`src/rtl/utm_pkg.sv`:
```
// Shared constants and types for the upset train monitor.
// Assumes a 15-stage Fibonacci LFSR with feedback from its two top stages.
package utm_pkg;
    localparam int LFSR_W = 15;
    localparam int LFSR_TAP_HI = 14;
    localparam int LFSR_TAP_LO = 13;
    typedef logic [LFSR_W-1:0] lfsr_state_t;
    localparam lfsr_state_t LFSR_SEED = 15'h0001;
endpackage

```
`src/rtl/utm_lfsr.sv`:
```
// Serial pseudo-random source: maximal-length LFSR stepped by an enable.
// Assumes a nonzero seed; the all-zero state is never reached from it.
module utm_lfsr
    import utm_pkg::*;
(
    input  logic clk,
    input  logic rst_n,
    input  logic step,
    output logic bit_out
);
    lfsr_state_t state_q;

    // Advance the register one position per enabled cycle.
    always_ff @(posedge clk) begin
        if (!rst_n)
            state_q <= LFSR_SEED;
        else if (step)
            state_q <= {state_q[LFSR_W-2:0], state_q[LFSR_TAP_HI] ^ state_q[LFSR_TAP_LO]};
    end

    assign bit_out = state_q[LFSR_W-1];
endmodule

```
`src/rtl/utm_train.sv`:
```
// One shift train of LEN flip-flops with a synchronous flush to zero.
// Assumes LEN >= 2. The tail is the oldest bit held.
module utm_train #(
    parameter int LEN = 16
) (
    input  logic clk,
    input  logic rst_n,
    input  logic flush,
    input  logic en,
    input  logic din,
    output logic tail
);
    logic [LEN-1:0] stage_q;

    // Shift the new bit in at stage 0; flush or reset empties the train.
    always_ff @(posedge clk) begin
        if (!rst_n)
            stage_q <= '0;
        else if (flush)
            stage_q <= '0;
        else if (en)
            stage_q <= {stage_q[LEN-2:0], din};
    end

    assign tail = stage_q[LEN-1];
endmodule

```
`src/rtl/utm_column.sv`:
```
// A duplicated column: two identical trains fed by the same bit.
// The tails are compared here; the side-A tail also goes out for the cross-column check.
module utm_column #(
    parameter int LEN = 16
) (
    input  logic clk,
    input  logic rst_n,
    input  logic flush,
    input  logic en,
    input  logic din,
    output logic a_tail,
    output logic differ
);
    logic b_tail;

    utm_train #(.LEN(LEN)) u_a (
        .clk(clk), .rst_n(rst_n), .flush(flush), .en(en), .din(din), .tail(a_tail)
    );

    utm_train #(.LEN(LEN)) u_b (
        .clk(clk), .rst_n(rst_n), .flush(flush), .en(en), .din(din), .tail(b_tail)
    );

    // Two-input comparison of the column's tails.
    assign differ = a_tail ^ b_tail;
endmodule

```
`src/rtl/utm_fill_mask.sv`:
```
// Counts enabled cycles after reset or flush and arms the comparators
// once LEN fresh bits have reached every tail.
module utm_fill_mask #(
    parameter int LEN = 16
) (
    input  logic clk,
    input  logic rst_n,
    input  logic flush,
    input  logic en,
    output logic armed
);
    localparam int FW = $clog2(LEN + 1);
    localparam logic [FW-1:0] FULL = FW'(LEN);

    logic [FW-1:0] fill_q;

    // Count enabled cycles up to the train length, then hold.
    always_ff @(posedge clk) begin
        if (!rst_n)
            fill_q <= '0;
        else if (flush)
            fill_q <= '0;
        else if (en && (fill_q != FULL))
            fill_q <= fill_q + 1'b1;
    end

    assign armed = (fill_q == FULL);
endmodule

```
`src/rtl/utm_xcol_counter.sv`:
```
// Cross-column parity check on the side-A tails with a saturating tally.
// Assumes an even column count, so that a fault-free fabric gives parity zero.
module utm_xcol_counter #(
    parameter int NUM_COLS = 16,
    parameter int CNT_W    = 16
) (
    input  logic                clk,
    input  logic                rst_n,
    input  logic                clear,
    input  logic                sample,
    input  logic [NUM_COLS-1:0] a_tails,
    output logic [CNT_W-1:0]    count
);
    localparam logic [CNT_W-1:0] TOP = '1;

    logic parity_err;
    logic [CNT_W-1:0] count_q;

    // Odd parity across the side-A tails means one tail disagrees with the rest.
    assign parity_err = ^a_tails;

    // Tally parity errors on sampled cycles and stop at all ones.
    always_ff @(posedge clk) begin
        if (!rst_n)
            count_q <= '0;
        else if (clear)
            count_q <= '0;
        else if (sample && parity_err && (count_q != TOP))
            count_q <= count_q + 1'b1;
    end

    assign count = count_q;
endmodule

```
`src/rtl/upset_train_monitor.sv`:
```
// Top of the upset monitor: stimulus LFSR, NUM_COLS duplicated columns,
// fill mask, registered per-column mismatch, sticky summary flag and the
// cross-column parity counter. Assumes at most one upset per cycle and an
// even NUM_COLS.
module upset_train_monitor #(
    parameter int NUM_COLS  = 16,
    parameter int TRAIN_LEN = 16,
    parameter int CNT_W     = 16
) (
    input  logic                clk,
    input  logic                rst_n,
    input  logic                shift_en,
    input  logic                flush,
    input  logic                clear,
    output logic                stim_bit,
    output logic [NUM_COLS-1:0] col_mismatch,
    output logic                any_mismatch,
    output logic [CNT_W-1:0]    xcol_errs
);
    logic                armed;
    logic                compare_ok;
    logic [NUM_COLS-1:0] a_tail_vec;
    logic [NUM_COLS-1:0] diff_vec;
    logic [NUM_COLS-1:0] col_mismatch_q;
    logic                any_mismatch_q;

    utm_lfsr u_lfsr (
        .clk(clk), .rst_n(rst_n), .step(shift_en), .bit_out(stim_bit)
    );

    utm_fill_mask #(.LEN(TRAIN_LEN)) u_mask (
        .clk(clk), .rst_n(rst_n), .flush(flush), .en(shift_en), .armed(armed)
    );

    // One duplicated column per region of the fabric.
    for (genvar c = 0; c < NUM_COLS; c++) begin : g_col
        utm_column #(.LEN(TRAIN_LEN)) u_col (
            .clk(clk), .rst_n(rst_n), .flush(flush), .en(shift_en),
            .din(stim_bit), .a_tail(a_tail_vec[c]), .differ(diff_vec[c])
        );
    end

    assign compare_ok = armed && !flush;

    // Register the per-column comparison, forced to zero while masked or flushing.
    always_ff @(posedge clk) begin
        if (!rst_n)
            col_mismatch_q <= '0;
        else if (!compare_ok)
            col_mismatch_q <= '0;
        else
            col_mismatch_q <= diff_vec;
    end

    // Sticky summary flag; clear takes priority over a new mismatch.
    always_ff @(posedge clk) begin
        if (!rst_n)
            any_mismatch_q <= 1'b0;
        else if (clear)
            any_mismatch_q <= 1'b0;
        else if (compare_ok && (|diff_vec))
            any_mismatch_q <= 1'b1;
    end

    utm_xcol_counter #(.NUM_COLS(NUM_COLS), .CNT_W(CNT_W)) u_xcol (
        .clk(clk), .rst_n(rst_n), .clear(clear),
        .sample(compare_ok && shift_en), .a_tails(a_tail_vec), .count(xcol_errs)
    );

    assign col_mismatch = col_mismatch_q;
    assign any_mismatch = any_mismatch_q;
endmodule

```
`config.mk`:
```
export PLATFORM = sky130hd
export DESIGN_NAME = upset_train_monitor
export DESIGN_NICKNAME = d
export VERILOG_FILES = /design/src/rtl/utm_pkg.sv /design/src/rtl/utm_lfsr.sv /design/src/rtl/utm_train.sv /design/src/rtl/utm_column.sv /design/src/rtl/utm_fill_mask.sv /design/src/rtl/utm_xcol_counter.sv /design/src/rtl/upset_train_monitor.sv
export SDC_FILE = /design/constraint.sdc
export NUM_CORES = 1
export LEC_CHECK = 0
export BUFFER_PORTS_ARGS = -buffer_cell sky130_fd_sc_hd__buf_2
export CORE_MARGIN = 10
export CORE_UTILIZATION = 45
export DETAILED_ROUTE_END_ITERATION = 12
export PLACE_DENSITY = 0.74
export SETUP_SLACK_MARGIN = 0.4
export SLEW_MARGIN = 20
export SYNTH_ARGS = -nofsm -noshare
export SYNTH_HDL_FRONTEND = slang
export SYNTH_SLANG_ARGS = --single-unit
```
`constraint.sdc`:
```
create_clock -name clk -period 0.8 [get_ports clk]
set_input_delay 0 -clock clk [delete_from_list [all_inputs] [get_ports clk]]
set_output_delay 0 -clock clk [all_outputs]
set_load 0.005 [all_outputs]
```
After elaboration in Yosys (flattened, before gate mapping) --
Index checks and enable logic that the tools add are counted.
Storage, ports and cells: bits in registers 565, input bits 5, output and inout bits 34, logic and storage cells 72
Operators by class: $add $sub $neg 2, equal/unequal tests 3, bitwise gates (word level) 18, reductions and logical operators 12
Operator list (number):
- XOR 1 bit | 17
- adder 16 x 1 -> 16 bit, second input constant | 1
- inequality test 16 bit, second input constant | 1
- OR reduction 16 bit | 1
- XOR reduction 16 bit | 1
- logical AND 1 bit | 6
- adder 5 x 1 -> 5 bit, second input constant | 1
- == test 5 bit, second input constant | 1
- inequality test 5 bit, second input constant | 1
- OR reduction 2 bit | 2
- AND reduction 2 bit | 1
- logical NOT 1 bit | 1
- NOT 1 bit | 1

Logic depth before layout (Yosys ltp) --
depth after elaboration 5, gate-level depth with buffers 4, depth with buffers taken out 2

Cells and area by module --
From an unflattened synthesis, not the netlist that was laid out.
Second synthesis, totals: cells, all modules 1950, area total of the unflattened synthesis 21524.4 µm²
Modules (own cells, without submodules):
- utm_train | instances 32, cells each 53, area each 594.3 µm², seq. area each 320.3 µm²
- utm_xcol_counter | instances 1, cells each 116, area each 953.4 µm², seq. area each 320.3 µm²
- utm_lfsr | instances 1, cells each 49, area each 585.6 µm², seq. area each 300.3 µm²
- upset_train_monitor | instances 1, cells each 44, area each 551.8 µm², seq. area each 340.3 µm²
- utm_fill_mask | instances 1, cells each 29, area each 275.3 µm², seq. area each 100.1 µm²
- utm_column | instances 16, cells each 1, area each 8.8 µm², seq. area each 0.0 µm²

Least setup slack after synthesis --
OpenSTA, ideal clock, no wires.
kind register to register, start point reg u_lfsr.state_q[14], end point reg u_lfsr.state_q[0], library setup time 0.128 ns, arrival 0.551 ns, required time 0.672 ns, setup slack 0.120 ns, cell stages (with the launch flop) 3, buffers on the path 0, clock period less this slack 0.680 ns, cells stage by stage dfxtp_1 > xnor2_1 > a31oi_1
Between the ends: word-level cells in the longest chain between the ends 1
RTL lines:
- start: declaration | RTL line utm_lfsr.sv:11 | lfsr_state_t state_q;
- start signal: assignment | RTL line utm_lfsr.sv:18 | state_q <= {state_q[LFSR_W-2:0], state_q[LFSR_TAP_HI] ^ state_q[LFSR_TAP_LO]};
- XOR 1 bit | RTL line utm_lfsr.sv:18
Every way passes these cells. A chain may end at the register's enable or synchronous reset.

Final worst setup path --
start point reg u_lfsr.state_q[14], end point out stim_bit
RTL lines:
- end: declaration | RTL line upset_train_monitor.sv:15 | output logic stim_bit,
No word-level cell between the ends.

==> metrics.txt <==
status=completed; number of global-route vias before repair=411; CP endpoint kind=output pin; core area=1750 um2; Post-layout nets=slightly above 90; Slew Viols, Final=0; WP depth=1; Port Buffer Count=3; detailed placer's ending HPWL=slightly above 900 um; total CTS buffers=3; final hold vios=0; TritonRoute pass-1 iters=3; Syn Inst Count=between 80 and 90; CTS tree=built; Crit Reg-Reg Endpoint=u_lfsr.state_q[0]$_SDFFE_PN1P_; # Post-CTS Setup Buffers=0; H-tree levels=1; GRT overflow=0; Post-route DRC=0; pre-CTS WS=0.0310 ns; critical path class=reg2out; Die Span X=63.1 um; Max Buffers Root-to-Sink=2; CP peak stage delay=between 0.3 and 0.4 ns; antenna violations before repair=0; GRT Total Usage=under 10%; first-pass GRT wire length=1.85 mm; drt wl/cell=10.7 um; Post-Synthesis Cell Area=837 um2; delay-heaviest family, CP=flip-flops; Worst-path clk slew=0.09 ns; maximum number of pins on one net before global-route repair=17; hold path start=rst_n; Worst Setup EP=stim_bit; Inserted Diodes=0; Hold Crit Class=in2reg; PwrDens=1700 nW/um2; Peak VDD IR=0.702 mV; Initial Util=48.0%; CP max FO=3; Setup WS post-layout=approximately 0.045 ns; num ports=39; DR vias/cell=3.70; RSZ-0062 raised after global routing=yes; max-cap violations=0; reg-to-reg setup timing slack=around 0.1 ns; met1 WL=541 um; worst-skew pair later-pin latency=0.29 ns; initial drt markers=8; Worst Clk Skew=0.00452 ns; CP startpoint=u_lfsr.state_q[14]$_SDFFE_PN0P_; Post-DP Area=723 um2; total power=0.00131 W; share of cells above drive strength 1=22.1%; sequential share of the synthesized area=35.9%; Syn. warnings=0; worst-path cell chain=buf_6; startpoint types=flop; worst path bufs/invs=1; CP max-delay cell=dfxtp_2; Req. time, crit path=0.80 ns; Register-to-Register Path Depth=2; antenna-violating nets left=0; Die Span Y=63.1 um; met2 WL=483 um; worst path arrival time=between 0.7 and 0.8 ns; post-route cell area=769 um2; Largest regs=u_lfsr.state_q: 15 flops; Final Setup Violations=0; FF+latch count, synth=15; vias=411; Netlist cell types=11; Reg with most FFs=u_lfsr.state_q; Final GP Congestion=0.651; top layer in use=met4; Hold Buf Count CTS=0; total clock sinks=15; Met3 Wirelength=around 150 um; max FFs per register=15; Root Buffer=clkbuf_4; period utilization=between 90% and 100%; Fmax achieved=1320 MHz; mean cell area of the mapped netlist=10.1 um2; P_leak=around 0.36 nW; Area Growth Syn to Fin=-8.07%; final worst path period need=around 0.76 ns; worst reg2reg path startpoint=u_lfsr.state_q[14]$_SDFFE_PN0P_; Rows=15; WL final=1.19 mm; Die Area=between 3000 and 4000 um2
## placed cells by master, fill, tap and decap left out
| cell type | instances |
|---|---|
| xnor2_1 | 1 |
| a31oi_1 | 1 |
| nor3b_1 | 1 |
| clkinv_2 | 1 |
| dfxtp_1 | 3 |
| buf_6 | 1 |
| nor2b_1 | 14 |
| clkbuf_4 | 3 |
| mux2i_1 | 14 |
| conb_1 | 33 |
| dfxtp_2 | 12 |
| buf_2 | 2 |
## cells in the mapped netlist
library cell   n  share of area [%]
conb_1         1               0.45
dfxtp_1       15                 36
xnor2_1        1                1.0
buf_12         1                2.4
mux2i_1       14                 17
nor2b_1       14                 10
buf_4         33                 30
a31oi_1        1               0.75
buf_6          1                1.3
clkbuf_1       1               0.45
nor3b_1        1               0.90
## per-layer routing
metal | GRT usage [%] | up-vias
met2 | 7.23 | 30
met4 | 4.19 | 0
met1 | 6.12 | 176
met5 | 0 | -
li1 | - | 203
met3 | 4.95 | 2
## timing repair
item / 4_1_cts / 5_1_grt
resized for setup: 0 / 11
setup endpoints to repair: 16 / 16
hold endpoints to repair: 0 / 0
## area by class of cell
class,count,area (um2)
fillers,178,976
multi-input cells,64,374
flip-flops and latches,15,315
well taps,25,31.3
clock buffers,3,22.5
repair buffers,3,21.3
clock inverters,1,5.00
## where the power goes
group / total [W] / internal, W / switching, W
Combinational: 0.000109 / 0.0000347 / 0.0000739
Sequential: 0.000765 / 0.000759 / 0.00000592
Clock: 0.000435 / 0.000186 / 0.000249
Total: 0.00131 / 0.000980 / 0.000329
## through the flow
| step | setup TNS, ns | hold slack [ns] | util [%] | std cells |
|---|---|---|---|---|
| floorplan | 0 | 0.128 | - | 115 |
| global placement | 0 | 0.366 | 41.4 | 107 |
| detailed placement | 0 | 0.383 | 41.4 | 107 |
| CTS | 0 | 0.0507 | 43.0 | 111 |
| global route | -0.0102 | 0.0501 | 44.1 | 111 |
| finish | 0 | 0.0635 | 44.1 | 111 |
## cell families after synthesis
kind of cell / Yosys count / synth area share [%]
compound gates: 1 / 0.748
other cells: 1 / 0.448
mux: 14 / 16.7
buf+inv: 36 / 33.8
simple gates: 15 / 11.4
xor+xnor: 1 / 1.05
flops: 15 / 35.9
## how the worst min path moves through the flow
stage | endpoint | cells after the start
4_1_cts | u_lfsr.state_q[14]$_SDFFE_PN0P_ | 2
3_5_place_dp | u_lfsr.state_q[14]$_SDFFE_PN0P_ | 2
2_1_floorplan | u_lfsr.state_q[10]$_SDFFE_PN0P_ | 1
3_3_place_gp | u_lfsr.state_q[14]$_SDFFE_PN0P_ | 2
6_report | u_lfsr.state_q[8]$_SDFFE_PN0P_ | 2
5_1_grt | u_lfsr.state_q[6]$_SDFFE_PN0P_ | 2
No activity file was read; power rests on OpenSTA's default activity.
